File: src/rtl/own_mailbox_pkg.sv
// Package: mailbox index map and code values shared by the window logic.
// Assumes byte-wide registers; the values are fixed by the host protocol.
package own_mailbox_pkg;
    localparam int          BYTE_W     = 8;
    localparam logic [7:0]  IDX_CMD    = 8'h80;
    localparam logic [7:0]  IDX_RESP   = 8'h82;
    localparam logic [7:0]  IDX_ARG    = 8'h83;
    localparam logic [7:0]  CMD_OWNER  = 8'h96;
    localparam logic [7:0]  ARG_TAKE   = 8'hB4;
    localparam logic [7:0]  ARG_GIVE   = 8'hB5;
    localparam logic [7:0]  RESP_DONE  = 8'hFA;
    localparam logic [7:0]  RESP_ERROR = 8'hEE;

    typedef enum logic [1:0] {
        SEL_NONE = 2'd0,
        SEL_CMD  = 2'd1,
        SEL_RESP = 2'd2,
        SEL_ARG  = 2'd3
    } reg_sel_t;
endpackage

File: src/rtl/own_mailbox_regs.sv
// Module: index/data window decode. Holds the index, command and argument
// registers, forwards response writes and command strobes to the responder,
// and multiplexes read data. Assumes one access per cycle.
module own_mailbox_regs
    import own_mailbox_pkg::*;
(
    input  logic              clk,
    input  logic              rst_n,
    input  logic              win_sel,
    input  logic              win_we,
    input  logic [BYTE_W-1:0] win_wdata,
    input  logic [BYTE_W-1:0] resp_val,
    output logic [BYTE_W-1:0] win_rdata,
    output logic [BYTE_W-1:0] arg_val,
    output logic              cmd_start,
    output logic              resp_wr
);
    logic [BYTE_W-1:0] index_q;
    logic [BYTE_W-1:0] cmd_q;
    logic [BYTE_W-1:0] arg_q;
    reg_sel_t          sel;
    logic              data_wr;

    // Decode the current index into a mailbox register selection.
    always_comb begin
        unique case (index_q)
            IDX_CMD:  sel = SEL_CMD;
            IDX_RESP: sel = SEL_RESP;
            IDX_ARG:  sel = SEL_ARG;
            default:  sel = SEL_NONE;
        endcase
    end

    assign data_wr   = win_we && win_sel;
    assign cmd_start = data_wr && (sel == SEL_CMD);
    assign resp_wr   = data_wr && (sel == SEL_RESP);
    assign arg_val   = arg_q;

    // Index, command and argument registers.
    always_ff @(posedge clk) begin
        if (!rst_n) begin
            index_q <= '0;
            cmd_q   <= '0;
            arg_q   <= '0;
        end else begin
            if (win_we && !win_sel) index_q <= win_wdata;
            if (cmd_start)          cmd_q   <= win_wdata;
            if (data_wr && sel == SEL_ARG) arg_q <= win_wdata;
        end
    end

    // Read multiplexer: index port or selected mailbox register.
    always_comb begin
        if (!win_sel) begin
            win_rdata = index_q;
        end else begin
            unique case (sel)
                SEL_CMD:  win_rdata = cmd_q;
                SEL_RESP: win_rdata = resp_val;
                SEL_ARG:  win_rdata = arg_q;
                default:  win_rdata = '0;
            endcase
        end
    end

    AST_UNMAPPED_WR_IGNORED: assert property (@(posedge clk) disable iff (!rst_n)
        (data_wr && sel == SEL_NONE) |=> ($stable(cmd_q) && $stable(arg_q)));
    AST_INDEX_PORT_LOADS: assert property (@(posedge clk) disable iff (!rst_n)
        (win_we && !win_sel) |=> (index_q == $past(win_wdata)));
endmodule

File: src/rtl/own_mailbox_responder.sv
// Module: fixed-latency responder. Captures the command and argument on a
// command write, counts LATENCY edges, then updates ownership and posts a
// completion or error code. A new command while pending restarts the count.
// Assumes LATENCY >= 1.
module own_mailbox_responder
    import own_mailbox_pkg::*;
#(
    parameter int LATENCY = 8
) (
    input  logic              clk,
    input  logic              rst_n,
    input  logic              cmd_start,
    input  logic [BYTE_W-1:0] cmd_code,
    input  logic [BYTE_W-1:0] arg_val,
    input  logic              resp_wr,
    input  logic [BYTE_W-1:0] resp_wdata,
    output logic [BYTE_W-1:0] resp_val,
    output logic              owns
);
    localparam int CW = (LATENCY < 2) ? 1 : $clog2(LATENCY);

    logic              busy_q;
    logic [CW-1:0]     cnt_q;
    logic [BYTE_W-1:0] cmd_l;
    logic [BYTE_W-1:0] arg_l;
    logic              finish;
    logic              valid_req;

    assign finish    = busy_q && (cnt_q == '0) && !cmd_start;
    assign valid_req = (cmd_l == CMD_OWNER) &&
                       ((arg_l == ARG_TAKE) || (arg_l == ARG_GIVE));

    // Pending-command tracking and latency counter.
    always_ff @(posedge clk) begin
        if (!rst_n) begin
            busy_q <= 1'b0;
            cnt_q  <= '0;
            cmd_l  <= '0;
            arg_l  <= '0;
        end else if (cmd_start) begin
            busy_q <= 1'b1;
            cnt_q  <= CW'(LATENCY - 1);
            cmd_l  <= cmd_code;
            arg_l  <= arg_val;
        end else if (busy_q) begin
            if (cnt_q == '0) busy_q <= 1'b0;
            else             cnt_q  <= cnt_q - 1'b1;
        end
    end

    // Response register and ownership flag; completion beats host writes.
    always_ff @(posedge clk) begin
        if (!rst_n) begin
            resp_val <= '0;
            owns     <= 1'b0;
        end else if (finish) begin
            if (valid_req) begin
                owns     <= (arg_l == ARG_TAKE);
                resp_val <= RESP_DONE;
            end else begin
                resp_val <= RESP_ERROR;
            end
        end else if (resp_wr) begin
            resp_val <= resp_wdata;
        end
    end

    AST_START_GOES_BUSY: assert property (@(posedge clk) disable iff (!rst_n)
        cmd_start |=> busy_q);
    AST_OWN_ONLY_AT_FINISH: assert property (@(posedge clk) disable iff (!rst_n)
        !finish |=> $stable(owns));
    AST_TAKE_GRANTS: assert property (@(posedge clk) disable iff (!rst_n)
        (finish && cmd_l == CMD_OWNER && arg_l == ARG_TAKE) |=> (owns && resp_val == RESP_DONE));
    AST_GIVE_RELEASES: assert property (@(posedge clk) disable iff (!rst_n)
        (finish && cmd_l == CMD_OWNER && arg_l == ARG_GIVE) |=> (!owns && resp_val == RESP_DONE));
    AST_BAD_REQ_ERRORS: assert property (@(posedge clk) disable iff (!rst_n)
        (finish && !valid_req) |=> (resp_val == RESP_ERROR && $stable(owns)));
endmodule

File: src/rtl/own_mailbox_window.sv
// Module: top of the ownership mailbox. Connects the index/data window
// decode to the fixed-latency responder and exports the ownership flag.
// Assumes a single host and synchronous active-low reset.
module own_mailbox_window
    import own_mailbox_pkg::*;
#(
    parameter int LATENCY = 8
) (
    input  logic       clk,
    input  logic       rst_n,
    input  logic       win_sel,
    input  logic       win_we,
    input  logic [7:0] win_wdata,
    output logic [7:0] win_rdata,
    output logic       host_owns_bus
);
    logic [BYTE_W-1:0] resp_val;
    logic [BYTE_W-1:0] arg_val;
    logic              cmd_start;
    logic              resp_wr;

    own_mailbox_regs u_regs (
        .clk       (clk),
        .rst_n     (rst_n),
        .win_sel   (win_sel),
        .win_we    (win_we),
        .win_wdata (win_wdata),
        .resp_val  (resp_val),
        .win_rdata (win_rdata),
        .arg_val   (arg_val),
        .cmd_start (cmd_start),
        .resp_wr   (resp_wr)
    );

    own_mailbox_responder #(.LATENCY(LATENCY)) u_resp (
        .clk        (clk),
        .rst_n      (rst_n),
        .cmd_start  (cmd_start),
        .cmd_code   (win_wdata),
        .arg_val    (arg_val),
        .resp_wr    (resp_wr),
        .resp_wdata (win_wdata),
        .resp_val   (resp_val),
        .owns       (host_owns_bus)
    );
endmodule

File: config.mk
export PLATFORM = sky130hd
export DESIGN_NAME = own_mailbox_window
export DESIGN_NICKNAME = d
export VERILOG_FILES = /design/src/rtl/own_mailbox_pkg.sv /design/src/rtl/own_mailbox_regs.sv /design/src/rtl/own_mailbox_responder.sv /design/src/rtl/own_mailbox_window.sv
export SDC_FILE = /design/constraint.sdc
export NUM_CORES = 1
export LEC_CHECK = 0
export BUFFER_PORTS_ARGS = -buffer_cell sky130_fd_sc_hd__buf_2
export CAP_MARGIN = 30
export CORE_UTILIZATION = 45
export CTS_CLUSTER_SIZE = 12
export DETAILED_ROUTE_END_ITERATION = 8
export SETUP_SLACK_MARGIN = 0.1
export SLEW_MARGIN = 40
export SYNTH_ARGS = -nofsm -noshare
export SYNTH_HDL_FRONTEND = slang
export SYNTH_SLANG_ARGS = --single-unit
File: constraint.sdc
create_clock -name clk -period 4.2 [get_ports clk]
set_input_delay 0.42 -clock clk [delete_from_list [all_inputs] [get_ports clk]]
set_output_delay 0.42 -clock clk [all_outputs]
set_load 0.01 [all_outputs]
==> results.sh <==
export IMPL_fin_area_um2=2300
export IMPL_h_tree_depth=2
export IMPL_clk_latency_ns=0.29
export IMPL_via_per_inst=5.50
export IMPL_synth_top_family_by_area="simple AND/OR/NAND/NOR gates"
export IMPL_grt_first_pass_wirelength_um=7960
export IMPL_seq_area_frac_synth_pct=43.6
export IMPL_multi_input_area_um2=1060
export IMPL_setup_violations=0
export IMPL_dr_pass1_iters=4
export IMPL_cts_sinks=45
export IMPL_syn_area_per_cell_um2=8.65
export IMPL_p_per_area_nw_per_um2=360
export IMPL_overflow=0
export IMPL_dieArea_um2=4870
export IMPL_rsz0062_at_grt="no"
export IMPL_end_kind="primary output"
export IMPL_crit_type="reg2out"
export IMPL_netlist_top_cells_count="dfxtp_1, nand2_1, a21oi_1"
export IMPL_fin_worst_skew_ns=0.00381
export IMPL_dr_total_vias=1684
export IMPL_die_width_um=69.8
export IMPL_drv_cap=0
export IMPL_placed_cell_area_um2=2190
export IMPL_antenna_found_initial=0
export IMPL_drc_errors=0
export IMPL_synth_xor_area_share_pct=0.847
export IMPL_worst_ep_arrival_time_ns=1.98
export IMPL_nNetsFinal=267
export IMPL_synth_compound_area_share_pct=15.1
export IMPL_seq_area_um2=901
export IMPL_finalMaxSlewViolations=0
export IMPL_timing_final_crit_period_ns=2.40
export IMPL_port_buffers=20
export IMPL_synth_top_area_share_pct=43.6
export IMPL_synth_cell_area_um2=2070
export IMPL_path_max_fanout=19
export IMPL_cts_root_buf="clkbuf_8"
export IMPL_die_h_um=69.8
export IMPL_yosysTopAreaCell="dfxtp_1"
export IMPL_n_fill_cell=426
export IMPL_synth_fp_nets=253
export IMPL_reg2reg_slack_ns=1.87
export IMPL_finalSetupTns_ns=0
export IMPL_async_flop_share_pct=0
export IMPL_grt_usage_pct=21.2
export IMPL_detail_route_wl_per_cell_um=15.6
export IMPL_dp_hpwl_um=3380
export IMPL_muxShareOfSynthArea_pct=13.2
export IMPL_yosys_area_share_adder_pct=1.21
export IMPL_ant_nets=0
export IMPL_clk_pin_slew_worst_paths_ns=0.08
export IMPL_ys_types=42
export IMPL_max_freq_ghz=0.416
export IMPL_tritoncts="done"
export IMPL_cts_repair_resized=0
export IMPL_p_leak_nw=0.931
export IMPL_initial_core_util_pct=47.1
export IMPL_synth_area_top_cells="dfxtp_1, mux2i_1, nand2_1, a21oi_1, nor2_1"
export IMPL_worstPathRequired_ns=3.78
export IMPL_first_global_vias=1595
export IMPL_hold_buffers=0
export IMPL_gp_congestion=0.782
export IMPL_synthCells=239
export IMPL_critPathLaunchType="flip-flop"
export IMPL_hold_class="in2reg"
export IMPL_worst_slew_pin_transition_ns=0.813
export IMPL_cts_buffers=5
export IMPL_grt_max_degree=37
export IMPL_finalHoldViolations=0
export IMPL_yosys_warnings=0
export IMPL_rows=24
export IMPL_ir_worst_vdd_v=0.000179
export IMPL_io_pins=21
export IMPL_synth_ff_type="dfxtp_1"
export IMPL_clockBufferDepth=2
export IMPL_outcome="complete, no violations"
export IMPL_relSlewSlack_pct=45.7
export IMPL_synthMostInstantiatedCell="dfxtp_1"
export IMPL_area_growth_pct=11.5
export IMPL_first_iter_violations=70
export IMPL_synth_edff_count=0
export IMPL_synth_simple_area_share_pct=21.1
export IMPL_ys_seq_elements=45
export IMPL_drt_total_wl_um=4760
export IMPL_min_period_over_period_pct=57.2
export IMPL_core_area_um2=4380
export IMPL_n_antenna_cell=0
export IMPL_final_layout_size_suffix_gt1_share_pct=14.6
export IMPL_cts_setup_buffers=0
[flip-flops by register name, summed over array words and instances, names as in the netlist]
signal and flops:
u_regs.arg_val 8, u_regs.index_q 8, u_resp.arg_l 8, u_resp.busy_q 1, u_resp.cmd_l 8, u_resp.cnt_q 3, u_resp.owns 1, u_resp.resp_val 8
[metrics by stage]
stage / instances / power [mW] / setup WS (ns) / util, % / hold slack, ns
2_1_floorplan: 239 / 0.483 / 2.13 / - / 0.427
3_3_place_gp: 298 / 0.503 / 1.67 / 49.9 / 0.436
3_5_place_dp: 298 / 0.503 / 1.62 / 49.9 / 0.443
4_1_cts: 306 / 0.844 / 1.79 / 52.6 / 0.379
5_1_grt: 306 / 0.867 / 1.67 / 52.6 / 0.384
6_report: 306 / 0.829 / 1.80 / 52.6 / 0.387
[final cells by class]
type / count / share of cell area (%)
Sequential cell: 45 / 39.1
Clock buffer: 7 / 3.75
Inverter: 12 / 1.95
Timing Repair Buffer: 22 / 4.99
Tap cell: 52 / 2.82
Multi-Input combinational cell: 167 / 46.1
Clock inverter: 1 / 1.30
[routing by layer]
metal	GRT usage (%)	share of wire (%)
met1	30.6	52
met2	30.7	43
met3	4.94	3.8
met4	7.78	1.5
met5	0	0
[path summary, 6_finish.rpt]
kind	end	cells past startpoint	start
worst min-delay path	u_resp.cmd_l[0]	3	win_wdata[0]
worst max register to register	u_resp.owns	4	u_regs.index_q[4]
worst min register to register	u_resp.arg_l[2]	2	u_resp.arg_l[2]
worst max-delay path	win_rdata[1]	3	u_regs.index_q[1]
[cell usage in the layout (no fill, tap or decap), drive strengths merged]
| cell type | count |
|---|---|
| bufinv | 1 |
| mux2i | 25 |
| o32ai | 1 |
| inv | 11 |
| xor2 | 1 |
| buf | 22 |
| nand2b | 5 |
| nand4 | 3 |
| and3b | 1 |
| nand3 | 1 |
| or4 | 1 |
| clkinv | 1 |
| xnor2 | 1 |
| or3b | 1 |
| dfxtp | 45 |
| o22ai | 7 |
| nand3b | 1 |
| mux2 | 2 |
| or3 | 2 |
| and3 | 1 |
| o221a | 6 |
| a32o | 1 |
| nor4b | 2 |
| or4b | 1 |
| nor4 | 2 |
| ha | 2 |
| and2 | 2 |
| nand4b | 2 |
| nand2 | 38 |
| a21oi | 26 |
| o41a | 1 |
| nor2 | 25 |
| o31ai | 1 |
| a21o | 1 |
| clkbuf | 7 |
| o21ai | 2 |
| o21a | 1 |
| nor3b | 1 |
[kinds of logic after synthesis]
logic type                 after synthesis
muxes                                   27
xor gates and xnor gates                 2
and+or+nand+nor                         89
buffers and inverters                   27
DFF                                     45
AOI/OAI and AO/OA                       47
adders and majority gates                2
[power breakdown]
| group | internal [mW] | switching, mW | total, mW |
|---|---|---|---|
| Clock | 0.194 | 0.142 | 0.336 |
| Combinational | 0.0211 | 0.0319 | 0.0530 |
| Sequential | 0.432 | 0.00832 | 0.440 |
[critical path, cell delays in order, from the launching register on]
cell     delay (ns)
dfxtp_1        0.85
mux2_2         0.44
a32o_1         0.26
buf_2          0.14
No activity file was read; power rests on OpenSTA's default activity.
